[config.mk]
export PLATFORM = sky130hd
export DESIGN_NAME = pwr_guard
export DESIGN_NICKNAME = d
export VERILOG_FILES = /design/src/rtl/pwr_guard_pkg.sv /design/src/rtl/pg_deglitch.sv /design/src/rtl/pg_fsm.sv /design/src/rtl/pg_gate.sv /design/src/rtl/pwr_guard.sv
export SDC_FILE = /design/constraint.sdc
export NUM_CORES = 1
export LEC_CHECK = 0
export ABC_AREA = 1
export BUFFER_PORTS_ARGS = -buffer_cell sky130_fd_sc_hd__buf_2
export CORE_MARGIN = 10
export CORE_UTILIZATION = 35
export CTS_CLUSTER_DIAMETER = 40
export DETAILED_ROUTE_END_ITERATION = 10
export PLACE_DENSITY_LB_ADDON = 0.15
export REMOVE_ABC_BUFFERS = 1
export SYNTH_ARGS = -nofsm -noshare
export SYNTH_HDL_FRONTEND = slang
export SYNTH_SLANG_ARGS = --single-unit
[constraint.sdc]
create_clock -name clk -period 2.5 [get_ports clk]
set_clock_uncertainty 0.05 [all_clocks]
set_input_delay 0.125 -clock clk [delete_from_list [all_inputs] [get_ports clk]]
set_output_delay 0.125 -clock clk [all_outputs]
set_load 0.005 [all_outputs]
[src/rtl/pwr_guard_pkg.sv]
// Package: shared state encoding and supply-flag indices for the supervisor.
// Assumes the flag vector is ordered low, middle, high (bits 0..2).
package pwr_guard_pkg;
    typedef enum logic [1:0] {
        ST_SEALED  = 2'b00,
        ST_NORMAL  = 2'b01,
        ST_PROTECT = 2'b10,
        ST_BATTERY = 2'b11
    } pg_state_e;

    localparam int SENSE_LO  = 0;
    localparam int SENSE_MID = 1;
    localparam int SENSE_HI  = 2;
    localparam int NUM_SENSE = 3;
endpackage

[src/rtl/pg_deglitch.sv]
// Module: pg_deglitch
// Filters one supply-level flag. The output follows the raw input only
// after the raw level has differed from the output on STABLE consecutive
// clock edges. Assumes STABLE >= 1; the output resets to 0 (below threshold).
module pg_deglitch #(
    parameter int STABLE = 4
) (
    input  logic clk,
    input  logic rst_n,
    input  logic raw_i,
    output logic filt_o
);
    localparam int CW = (STABLE < 2) ? 1 : $clog2(STABLE + 1);
    localparam logic [CW-1:0] LAST = CW'(STABLE - 1);

    logic [CW-1:0] run_cnt;

    // Count consecutive samples that disagree with the filtered level.
    always_ff @(posedge clk) begin
        if (!rst_n) begin
            filt_o  <= 1'b0;
            run_cnt <= '0;
        end else if (raw_i != filt_o) begin
            if (run_cnt == LAST) begin
                filt_o  <= raw_i;
                run_cnt <= '0;
            end else begin
                run_cnt <= run_cnt + 1'b1;
            end
        end else begin
            run_cnt <= '0;
        end
    end
endmodule

[src/rtl/pg_fsm.sv]
// Module: pg_fsm
// Four-state supply controller. It moves between sealed, normal, protected
// and battery states from the filtered flags and decodes the lock, battery
// select and armed outputs from the state register. Assumes the flags
// are already deglitched.
module pg_fsm
    import pwr_guard_pkg::*;
(
    input  logic      clk,
    input  logic      rst_n,
    input  logic      ok_hi,
    input  logic      ok_mid,
    input  logic      ok_lo,
    output pg_state_e state_q,
    output logic      lock_o,
    output logic      bat_sel_o,
    output logic      armed_o
);
    pg_state_e state_d;

    // Next-state selection; the low flag takes priority over the middle flag.
    always_comb begin
        state_d = state_q;
        unique case (state_q)
            ST_SEALED:  if (ok_hi) state_d = ST_NORMAL;
            ST_NORMAL: begin
                if (!ok_lo)       state_d = ST_BATTERY;
                else if (!ok_mid) state_d = ST_PROTECT;
            end
            ST_PROTECT: begin
                if (!ok_lo)      state_d = ST_BATTERY;
                else if (ok_hi)  state_d = ST_NORMAL;
            end
            ST_BATTERY: if (ok_lo) state_d = ST_PROTECT;
            default:    state_d = ST_SEALED;
        endcase
    end

    // State register.
    always_ff @(posedge clk) begin
        if (!rst_n) state_q <= ST_SEALED;
        else        state_q <= state_d;
    end

    // Output decode from the registered state.
    always_comb begin
        lock_o    = (state_q != ST_NORMAL);
        bat_sel_o = (state_q == ST_BATTERY);
        armed_o   = (state_q != ST_SEALED);
    end
endmodule

[src/rtl/pg_gate.sv]
// Module: pg_gate
// Combinational strobe gate. It passes host requests to the memory only in
// the normal state. A write masks a read, and the bus floats unless a read
// is driven. Since it is combinational, a write is cut in the same cycle
// the state leaves normal.
module pg_gate
    import pwr_guard_pkg::*;
(
    input  pg_state_e state_i,
    input  logic      host_sel,
    input  logic      host_wr,
    input  logic      host_rd,
    output logic      mem_sel,
    output logic      mem_wr,
    output logic      mem_rd,
    output logic      dq_hiz
);
    logic access_ok;

    // Qualify each host strobe with the access permission.
    always_comb begin
        access_ok = (state_i == ST_NORMAL);
        mem_sel   = access_ok & host_sel;
        mem_wr    = access_ok & host_sel & host_wr;
        mem_rd    = access_ok & host_sel & host_rd & ~host_wr;
        dq_hiz    = ~mem_rd;
    end
endmodule

[src/rtl/pwr_guard.sv]
// Module: pwr_guard (top)
// Power-fail write-protect supervisor for a battery-backed static memory.
// It deglitches three supply flags, runs the state controller and gates
// the host strobes. Assumes the flags are synchronous to clk.
module pwr_guard
    import pwr_guard_pkg::*;
#(
    parameter int STABLE_CYCLES = 4
) (
    input  logic       clk,
    input  logic       rst_n,
    input  logic       sup_above_hi,
    input  logic       sup_above_mid,
    input  logic       sup_above_lo,
    input  logic       host_sel,
    input  logic       host_wr,
    input  logic       host_rd,
    output logic       mem_sel,
    output logic       mem_wr,
    output logic       mem_rd,
    output logic       dq_hiz,
    output logic       wr_lock,
    output logic       bat_sel,
    output logic       bat_armed,
    output logic [1:0] state_o
);
    logic [NUM_SENSE-1:0] raw_flags;
    logic [NUM_SENSE-1:0] filt_flags;
    pg_state_e            cur_state;

    // Pack the raw flags into index order.
    always_comb begin
        raw_flags[SENSE_LO]  = sup_above_lo;
        raw_flags[SENSE_MID] = sup_above_mid;
        raw_flags[SENSE_HI]  = sup_above_hi;
    end

    for (genvar g = 0; g < NUM_SENSE; g++) begin : g_filter
        pg_deglitch #(.STABLE(STABLE_CYCLES)) u_filt (
            .clk    (clk),
            .rst_n  (rst_n),
            .raw_i  (raw_flags[g]),
            .filt_o (filt_flags[g])
        );
    end

    pg_fsm u_fsm (
        .clk       (clk),
        .rst_n     (rst_n),
        .ok_hi     (filt_flags[SENSE_HI]),
        .ok_mid    (filt_flags[SENSE_MID]),
        .ok_lo     (filt_flags[SENSE_LO]),
        .state_q   (cur_state),
        .lock_o    (wr_lock),
        .bat_sel_o (bat_sel),
        .armed_o   (bat_armed)
    );

    pg_gate u_gate (
        .state_i  (cur_state),
        .host_sel (host_sel),
        .host_wr  (host_wr),
        .host_rd  (host_rd),
        .mem_sel  (mem_sel),
        .mem_wr   (mem_wr),
        .mem_rd   (mem_rd),
        .dq_hiz   (dq_hiz)
    );

    // Expose the state code.
    always_comb state_o = cur_state;
endmodule

-- After elaboration in Yosys (flattened, before gate mapping)
Cells that the tools add are included.
- bits of input ports: 8
- output and inout port bits: 9
- register bits: 14
- word-level logic and storage cells: 47
- eq/ne operators: 12
- muxes and demuxes: 6
- $add $sub $neg: 3
- reductions and logical operators: 9
- bitwise operators: 10
- operators with widths (kind ; count):
    2-to-1 mux 2 bit ; 5
    adder 3 x 1 -> 3 bit (second input constant) ; 3
    equality test 3 x 2 -> 1 bit (second input constant) ; 3
    OR reduction 3 bit ; 3
    one-hot mux 2 bit (4 select lines) ; 1
    AND reduction 2 bit ; 4
    inverter 1 bit ; 6
    AND 1 bit ; 4
    equality test 2 bit (second input constant) ; 2
    != test 2 x 1 -> 1 bit (second input constant) ; 2
    != test 1 bit ; 3
    != test 3 bit (second input constant) ; 1
    equality test 2 x 1 -> 1 bit (second input constant) ; 1
    logical NOT 2 bit ; 1
    nonzero test 2 bit ; 1

-- Longest topological paths before layout
Gate-level depths: netlist (run 1).
- word-level depth: 5
- gate-level depth with buffers: 6
- mapped depth without buffers: 6

-- By module
A second synthesis (run 1) with hierarchy kept.
- cell total of the unflattened synthesis: 93
- area, all modules: 696.9 um^2
- modules (own cells, without submodules) (module ; cells an instance ; instances ; area each (um^2) ; sequential area each (um^2)):
    pg_deglitch ; 20 ; 3 ; 171.4 ; 80.1
    pg_fsm ; 23 ; 1 ; 141.4 ; 40.0
    pg_gate ; 10 ; 1 ; 41.3 ; 0.0

-- Worst setup path after synthesis (run 1)
OpenSTA, ideal clock, no wires.
- path kind: register -> register
- start point: register g_filter[0].u_filt.run_cnt[0]
- end point: register g_filter[0].u_filt.run_cnt[0]
- path buffers: 0
- clock period less this slack: 1049 ps
- data required time: 2385 ps
- setup slack: 1451 ps
- data arrival time: 935 ps
- setup time: 65 ps
- stages on the path, launching flop included: 6
- cells stage by stage: dfxtp_1 > ha_1 > ha_1 > nor2_1 > nand3_1 > nor2_1
- longest elaborated chain between the ends: 2
- elaborated cells on any way between the ends: 3
- classes of those cells: 1 x add/sub; 1 x eq/ne; 1 x reduce/logical
- ends and longest elaborated chain (what ; RTL line ; source):
    start: declaration ; pg_deglitch.sv:16 ; logic [CW-1:0] run_cnt;
    start signal: assignment ; pg_deglitch.sv:28 ; run_cnt <= run_cnt + 1'b1;
    parallel branches: the longest is 2 deep, another holds adder 3 x 1 -> 3 bit ; - ;
Several ways; the timed one is not identified.
A chain may end at the register's enable or synchronous reset.

-- Worst setup path after layout (run 1)
- start point: register u_fsm.state_q[0]
- end point: output port mem_rd
- longest elaborated chain between the ends: 4
- ends and longest elaborated chain (what ; RTL line ; source):
    start: declaration ; pg_fsm.sv:14 ; output pg_state_e state_q,
    start signal: assignment ; pg_fsm.sv:42 ; else state_q <= state_d;
    equality test 2 x 1 -> 1 bit ; pg_gate.sv:22 ; access_ok = (state_i == ST_NORMAL);
    AND 1 bit (3 in series) ; pg_gate.sv:25 ; mem_rd = access_ok & host_sel & host_rd & ~host_wr;
    end: declaration ; pwr_guard.sv:20 ; output logic mem_rd,
No other way between the ends.

==> results of run 1 <==
sequential cells by signal, summed over array words and instances, names as in the netlist:
| signal | flops |
|---|---|
| g_filter.u_filt.filt_o | 3 |
| g_filter.u_filt.run_cnt | 9 |
| u_fsm.state_q | 2 |
placed cells by master (no fill, tap or decap), drive strengths merged:
cell type,count
buf,16
o21ai,4
nand2,9
clkbuf,4
ha,6
or2,1
a21oi,3
nand3,7
nor2,19
inv,18
dfxtp,14
cell families (layout without fill, tap and decap cells):
kind of cell / after synthesis / after routing / synth area share [%]
AND/OR/NAND/NOR: 36 / 36 / 26.9
adder cells (fa/ha/maj): 6 / 6 / 12.0
AO/OA/AOI/OAI: 7 / 7 / 5.59
flip-flops: 14 / 14 / 44.7
buffers and inverters: 18 / 38 / 10.8
final timing paths:
kind,from,to,slack (ps),depth (start not counted)
min reg2reg,g_filter[2].u_filt.run_cnt[0],g_filter[2].u_filt.run_cnt[0],380,1
max reg2reg,g_filter[1].u_filt.run_cnt[0],g_filter[1].u_filt.run_cnt[2],1310,5
min,sup_above_lo,g_filter[0].u_filt.filt_o,40,3
max,u_fsm.state_q[0],mem_rd,1130,7
where the power goes:
| group | internal, uW | leakage (uW) | switching [uW] | total, uW |
|---|---|---|---|---|
| registers | 233 | 0.000114 | 9.32 | 242 |
| clock network | 88.6 | 0.0000210 | 71.7 | 160 |
| logic | 26.0 | 0.000275 | 32.1 | 58.1 |
| total | 348 | 0.000410 | 113 | 461 |
layout make-up:
type,count,area [um^2],area share [%]
timing repair buffer,16,80.1,10.3
inverter,18,67.6,8.72
clock buffer,4,36.3,4.68
multi-input combinational,49,279,36.0
sequential,14,280,36.2
tap,25,31.3,4.04
metrics by stage:
| stage | std cells | setup WS, ps | util [%] |
|---|---|---|---|
| global route | 126 | 1000 | 45.3 |
| CTS | 126 | 1080 | 45.3 |
| detailed placement | 122 | 1330 | 43.2 |
| floorplan | 81 | 1450 | - |
| global placement | 122 | 1370 | 43.2 |
| finish | 126 | 1130 | 45.3 |
worst register-to-register path, delay by kind of cell (launching register included):
family / cells / cell delay [ps]
fa+ha+maj: 2 / 390
flops: 1 / 320
simple gates: 3 / 360
metal layers:
metal / up-vias / global-route usage [%]
li1: 287 / -
met1: 220 / 6.92
met2: 15 / 10.0
met3: 4 / 4.66
met4: 0 / 3.35
met5: - / 0
==> results.ini, run 1 <==
[status]
outcome=finished clean

[global_routing]
grt_pass1_vias=498
grt_max_degree=9
antenna_found_initial=0
grt_pass1_wl_um=2100
overflow=0
grt_use_total_pct=6.69

[synthesis]
yosys_warnings=0
synth_top_area_share_pct=44.7
synthCells=81
yosysTopAreaCell=dfxtp_1
ys_types=13
yosysSeqAreaShare_pct=44.7
synth-edff-count=0
syn_area_um2=627
postSynth.asyncResetShare_pct=0
yosysMostFrequentCell=nor2_1
synth_commonest_cells=18 x nor2_1, 15 x inv_1, 14 x dfxtp_1
synth_area_leaders=dfxtp_1 45%, ha_1 12%, nor2_1 11%, inv_1 9.0%, nand3_1 4.8%
synthFlopType=dfxtp_1
synth_seq_cells=14
synth_area_per_cell_um2=7.74

[drt]
num_vias=526
top_layer=met4
met3_length_um=97
wl_met2_um=472
wl_um=1110
met1_length_um=514
wire_per_inst_um=8.81
first_pass_iters=4
drc=0
vias_per_cell=4.17
drt_iter0_drc=11
route.antenna.remaining_nets=0

[min_path]
hold_class=in2reg

[sta]
fin_setup_tns_ps=0
rsz0062_at_grt=no
finalCritPeriodShare_pct=54.9
worstMarginPinSlew_ps=241
fin_crit_ps=1370
finalHoldViolCount=0
fmax_mhz=729
slew_viol_final=0
max-slew-margin-rel_pct=83.9
fin_hold_ws_ps=39.2
setup_violations=0

[worst_setup_path]
crit_fanout=5
critPathLaunchType=flip-flop
crit_buf_inv=4
end_kind=output port
cp_data_arrival_time_ps=1200
path_common_cell=inv_2
slowest_stage=dfxtp_1
required_ps=2330
cp_slowest_stage_delay_ps=400
critical_path_class=reg2out
crit_family=flip-flops
path_cells=inv_2 > nor2_4 > nand2_2 > inv_2 > nand3_4 > inv_2 > buf_2

[clock_tree]
clock_latency_ps=280
holdBufCountCts=0
cts.clk_slew.worst_paths_ps=80
ctsLongestPathBuffers=2
cts.sinks=14
cts_setup_buffers=0
cts_root_buf=clkbuf_4
cts_resized=0
cts_max_level=1
cts_inserted_buffers=3
cts_tree=done

[power]
finalPower_uw=461
power_density_nw_per_um2=595
ir_drop_uv=350
p_leak_uw=0.000410

[layout]
nFillCells=177
drive_gt1_share_pct=25.7
antennaDiodeCount=0
fin_nets=116
postLayoutCellArea_um2=774
area_growth_pct=23.6

[placement]
gp_congestion=0.689
dp_hpwl_um=923
numPortBuffers=16
place_area_um2=738

[die]
io-pin-count=17
start_util_pct=36.7
dieHeight_um=62.3
die_area_um2=3880
coreArea_um2=1710
die_w_um=62.3
fp-row-count=15

[flow_run]
cap_violations=0

Note: power is estimated with default switching activity, not from simulation.
==> inputs of run 2 (changes only) <==
--- a/config.mk
+++ b/config.mk
@@ -5,7 +5,7 @@
 export SDC_FILE = /design/constraint.sdc
 export NUM_CORES = 1
 export LEC_CHECK = 0
-export ABC_AREA = 1
+export ABC_AREA = 0
 export BUFFER_PORTS_ARGS = -buffer_cell sky130_fd_sc_hd__buf_2
 export CORE_MARGIN = 10
 export CORE_UTILIZATION = 35
==> constraint.sdc (replaced) <==
create_clock -name clk -period 1.45 [get_ports clk]
set_clock_uncertainty 0.05 [all_clocks]
set_input_delay 0.0725 -clock clk [delete_from_list [all_inputs] [get_ports clk]]
set_output_delay 0.0725 -clock clk [all_outputs]
set_load 0.005 [all_outputs]
==> run 2 against run 1 <==
Sequential power up 71%. Critical path type unchanged. Register-to-register slack worse by 980 ps. Worst setup slack worse by 1000 ps. Non-clock buffer count unchanged.
==> results.ini, run 2 <==
[worst_setup_path]
cp_data_arrival_time_ps=1210
crit_fanout=6
cp_slowest_stage_delay_ps=360
crit_family=simple AND/OR/NAND/NOR gates
end_kind=output port
required_ps=1330
critPathLaunchType=flip-flop
crit_buf_inv=1
slowest_stage=dfxtp_2
path_cells=nor2b_4 > and2_4 > and3b_1 > buf_2
critical_path_class=reg2out

[clock_tree]
cts_root_buf=clkbuf_4
cts.sinks=14
clock_latency_ps=270
cts_setup_buffers=0
cts_max_level=1
ctsLongestPathBuffers=2
cts_inserted_buffers=3
cts_tree=done
cts.clk_slew.worst_paths_ps=80

[status]
outcome=finished clean

[flow_run]
cap_violations=0

[die]
fp-row-count=15
io-pin-count=17
die_area_um2=3850
start_util_pct=36.2
dieHeight_um=62.0
die_w_um=62.0
coreArea_um2=1710

[sta]
finalHoldViolCount=0
fin_crit_ps=1330
fin_setup_tns_ps=0
fmax_mhz=753
worstMarginPinSlew_ps=197
rsz0062_at_grt=no
max-slew-margin-rel_pct=86.8
slew_viol_final=0
setup_violations=0
finalCritPeriodShare_pct=91.6

[layout]
reg_top3=g_filter.u_filt.run_cnt (9), g_filter.u_filt.filt_o (3), u_fsm.state_q (2)
drive_gt1_share_pct=29.3
antennaDiodeCount=0
area.sequential_um2=282
mostFrequentLayoutCell=buf_2
regMostFlops=g_filter.u_filt.run_cnt
fin_nets=98
multi_input_area_um2=304
mostFrequentLayoutCells=16 x buf_2, 13 x dfxtp_1, 9 x inv_1, 9 x nor2_1, 6 x ha_1
largest_register_ffs=9
nFillCells=175
area_growth_pct=21.9

[synthesis]
synth_commonest_cells=14 x dfxtp_1, 9 x inv_1, 9 x nor2_1
yosysSeqAreaShare_pct=45.3
synthCells=63
synth-edff-count=0
syn_area_um2=618
ys_types=20
synthFlopType=dfxtp_1
synth_top_area_share_pct=45.3
postSynth.asyncResetShare_pct=0
synth_area_per_cell_um2=9.81
synth_seq_cells=14
yosys_warnings=0
yosysMostFrequentCell=dfxtp_1
yosysTopAreaCell=dfxtp_1
synth_area_leaders=dfxtp_1 45%, ha_1 12%, inv_1 5.5%, nor2_1 5.5%, mux2i_1 4.9%

[global_routing]
grt_pass1_vias=403
grt_pass1_wl_um=1590
grt_use_total_pct=5.64
antenna_found_initial=0
overflow=0
grt_max_degree=9

[placement]
gp_congestion=0.665
numPortBuffers=16
dp_hpwl_um=826

[drt]
vias_per_cell=4.10
first_pass_iters=3
wl_um=991
num_vias=439
drt_iter0_drc=1
route.antenna.remaining_nets=0
wire_per_inst_um=9.26
drc=0

[power]
p_leak_uw=0.000353
power_density_nw_per_um2=938
ir_drop_uv=520
finalPower_uw=707

[min_path]
hold_class=in2reg

run 2: cell families (layout without fill, tap and decap cells):
kind of cell,count (synthesis),count (layout),share of synthesized area [%]
buf+inv,9,28,5.47
xor+xnor,3,3,4.25
mux,3,3,4.86
flops,14,14,45.3
compound gates,4,4,4.45
fa+ha+maj,6,6,12.1
simple gates,24,24,23.5
run 2: area by class of cell:
class | instances | area share [%]
Multi-Input combinational cell | 40 | 40.4
Sequential cell | 14 | 37.4
Timing Repair Buffer | 16 | 10.6
Inverter | 9 | 4.49
Tap cell | 25 | 4.15
Clock buffer | 3 | 2.99
run 2: worst register-to-register path, cell delays in order, from the launching register on:
cell and delay [ps]:
dfxtp_1 320, ha_1 190, ha_1 200, nand3b_1 200, nor2_1 100
run 2: worst paths after layout:
path | slack (ps) | cells past startpoint | end | from
worst max-delay path | 120 | 4 | mem_rd | u_fsm.state_q[0]
worst min-delay path | 40 | 3 | g_filter[2].u_filt.filt_o | sup_above_hi
worst max register to register | 330 | 4 | g_filter[2].u_filt.run_cnt[0] | g_filter[2].u_filt.run_cnt[0]
worst min register to register | 370 | 1 | g_filter[0].u_filt.run_cnt[0] | g_filter[0].u_filt.run_cnt[0]
run 2: through the flow:
step	util, %	worst slack [ps]	hold WS [ps]	area, um^2	instances
after floorplan	-	408	139	618	63
after global placement	42.7	333	305	729	104
after detailed placement	42.7	344	314	729	104
after CTS	44.0	32.9	22.8	752	107
after global routing	44.1	33.7	39.6	753	107
final	44.1	122	38.7	753	107
run 2: power breakdown:
part	internal (uW)	leakage (uW)	switching [uW]	total, uW
Sequential	401	0.000114	12.5	413
Combinational	47.1	0.000224	40.8	87.8
Clock	95.9	0.0000138	110	206
run 2: timing repair:
item | CTS | global route
setup endpoints to repair | 0 | 1
resized for setup | 0 | 1
hold buffers | 0 | 0
run 2: routing by layer:
metal | up-vias | global-route usage [%] | share of wire [%]
met3 | 2 | 3.05 | 18
met4 | 0 | 4.78 | 1.2
met5 | - | 0 | 0
met2 | 13 | 7.31 | 37
li1 | 244 | - | -
met1 | 180 | 6.53 | 44
==> inputs of run 3 (changes only) <==
--- a/config.mk
+++ b/config.mk
@@ -11,7 +11,7 @@
 export CORE_UTILIZATION = 35
 export CTS_CLUSTER_DIAMETER = 40
 export DETAILED_ROUTE_END_ITERATION = 10
-export PLACE_DENSITY_LB_ADDON = 0.15
+export PLACE_DENSITY = 0.68
 export REMOVE_ABC_BUFFERS = 1
 export SYNTH_ARGS = -nofsm -noshare
 export SYNTH_HDL_FRONTEND = slang
==> run 3 against run 2 <==
Utilization is 0.95 points higher. Highest routed layer unchanged. Sequential cell count stayed put. Worst hold slack worse by 11 ps. Via count is 3.4% higher. Worst setup slack worse by 16 ps. Largest cell class unchanged. Final cell count is 0.93% higher. Critical path depth stayed put. Total power is 9.8% higher. First-iteration DRC count grew to 3.0 times the previous value. Sequential share of layout area is 0.46 points lower.
==> results.ini, run 3 (synthesis results as in run 2) <==
[status]
outcome=finished clean

[drt]
route.antenna.remaining_nets=0
drc=0
wire_per_inst_um=9.87
drt_iter0_drc=3
vias_per_cell=4.20
num_vias=454
first_pass_iters=2
wl_um=1070

[worst_setup_path]
critPathLaunchType=flip-flop
r2r-start=g_filter[2].u_filt.run_cnt[0]
r2r_cells=4
path_cells=nor2b_4 > and2_4 > and3b_1 > buf_2
r2r_setup_slack_ps=310
required_ps=1330
slowest_stage=dfxtp_4
critical_path_class=reg2out
crit_fanout=6
end_kind=output port
cp_data_arrival_time_ps=1220
r2r-end=g_filter[2].u_filt.run_cnt[2]
cp_slowest_stage_delay_ps=380

[layout]
fin_nets=98
mostFrequentLayoutCell=buf_2
drive_gt1_share_pct=30.1
fin_cells=108
reg_top3=g_filter.u_filt.run_cnt (9), g_filter.u_filt.filt_o (3), u_fsm.state_q (2)
largest_register_ffs=9
area_growth_pct=24.5
regMostFlops=g_filter.u_filt.run_cnt
mostFrequentLayoutCells=16 x buf_2, 13 x dfxtp_1, 9 x inv_1, 9 x nor2_1, 6 x ha_1
antennaDiodeCount=0

[min_path]
whs_endpoint=u_fsm.state_q[1]
hold_path.startpoint=rst_n
min_delay_path_depth=3
hold_class=in2reg

[power]
power_density_nw_per_um2=1010
ir_drop_uv=533
p_leak_uw=0.000360

[placement]
dp_hpwl_um=886
dp.cells=104
gp_congestion=0.713
numPortBuffers=16

[clock_tree]
cts_root_buf=clkbuf_4
cts_tree=done
cts.clk_slew.worst_paths_ps=90
cts_inserted_buffers=3
clock_latency_ps=270
ctsLongestPathBuffers=2
cts_setup_buffers=0
cts_max_level=1
cts.sinks=14

[sta]
fmax_mhz=744
finalCritPeriodShare_pct=92.7
max-slew-margin-rel_pct=86.9
setup_violations=0
worstMarginPinSlew_ps=196
finalHoldViolCount=0
slew_viol_final=0
fin_crit_ps=1340
fin_setup_tns_ps=0
rsz0062_at_grt=no

[die]
coreArea_um2=1710
io-pin-count=17
start_util_pct=36.2
fp-row-count=15
die_area_um2=3850
die_w_um=62.0
dieHeight_um=62.0

[global_routing]
grt_max_degree=9
grt_use_total_pct=6.10
grt_pass1_vias=459
overflow=0
antenna_found_initial=0
grt_pass1_wl_um=1790

[flow_run]
cap_violations=0

-- run 3: cell count changes in the layout (fill, tap and decap cells not counted) --
cell,previous run,this run
dfxtp_4,0,1
clkbuf_8,0,1
dfxtp_2,1,0
-- run 3: area by class of cell --
cell class / count / area [um^2]
inverter: 9 / 33.8
sequential: 14 / 284
multi-input combinational: 40 / 304
fill: 165 / 938
tap: 25 / 31.3
clock buffer: 4 / 36.3
timing repair buffer: 16 / 80.1
-- run 3: power breakdown --
| group | leakage, uW | internal, uW | switching (uW) |
|---|---|---|---|
| clock network | 0.0000210 | 153 | 122 |
| registers | 0.000115 | 401 | 13.3 |
| logic | 0.000224 | 47.2 | 40.9 |
| total | 0.000360 | 600 | 176 |
-- run 3: worst max-delay path by stage --
stage | start | to | slack (ps) | cells past startpoint
floorplan | g_filter[0].u_filt.run_cnt[0] | g_filter[0].u_filt.run_cnt[0] | 410 | 4
global placement | u_fsm.state_q[0] | mem_rd | 330 | 4
detailed placement | u_fsm.state_q[0] | mem_rd | 320 | 4
CTS | u_fsm.state_q[0] | mem_rd | 2 | 4
global route | u_fsm.state_q[0] | mem_rd | 5 | 4
finish | u_fsm.state_q[0] | mem_rd | 110 | 4
-- run 3: through the flow --
step / setup WS, ps / hold slack [ps] / utilization (%) / instance area (um^2) / power [uW]
global placement: 329 / 307 / 42.7 / 729 / 510
CTS: 1.80 / 15.9 / 44.8 / 766 / 789
detailed placement: 318 / 318 / 42.7 / 729 / 513
global route: 4.85 / 26.8 / 45.1 / 769 / 826
finish: 106 / 27.3 / 45.1 / 769 / 776
floorplan: 408 / 139 / - / 618 / 471
-- run 3: critical path, delay by kind of cell, from the launching register on --
family | cells | cell delay, ps
buffers and inverters | 1 | 110
DFF | 1 | 380
and+or+nand+nor | 3 | 460
-- run 3: repair_timing --
action                     CTS  global route
setup endpoints to repair    0             2
hold buffers                 0             0
resized for setup            0             2
-- run 3: metal layers --
metal	vias up	wire length, um	global-route usage, %
met1	195	513	6.77
li1	244	-	-
met5	-	0	0
met3	2	111	2.44
met2	13	434	9.50
met4	0	7	3.82
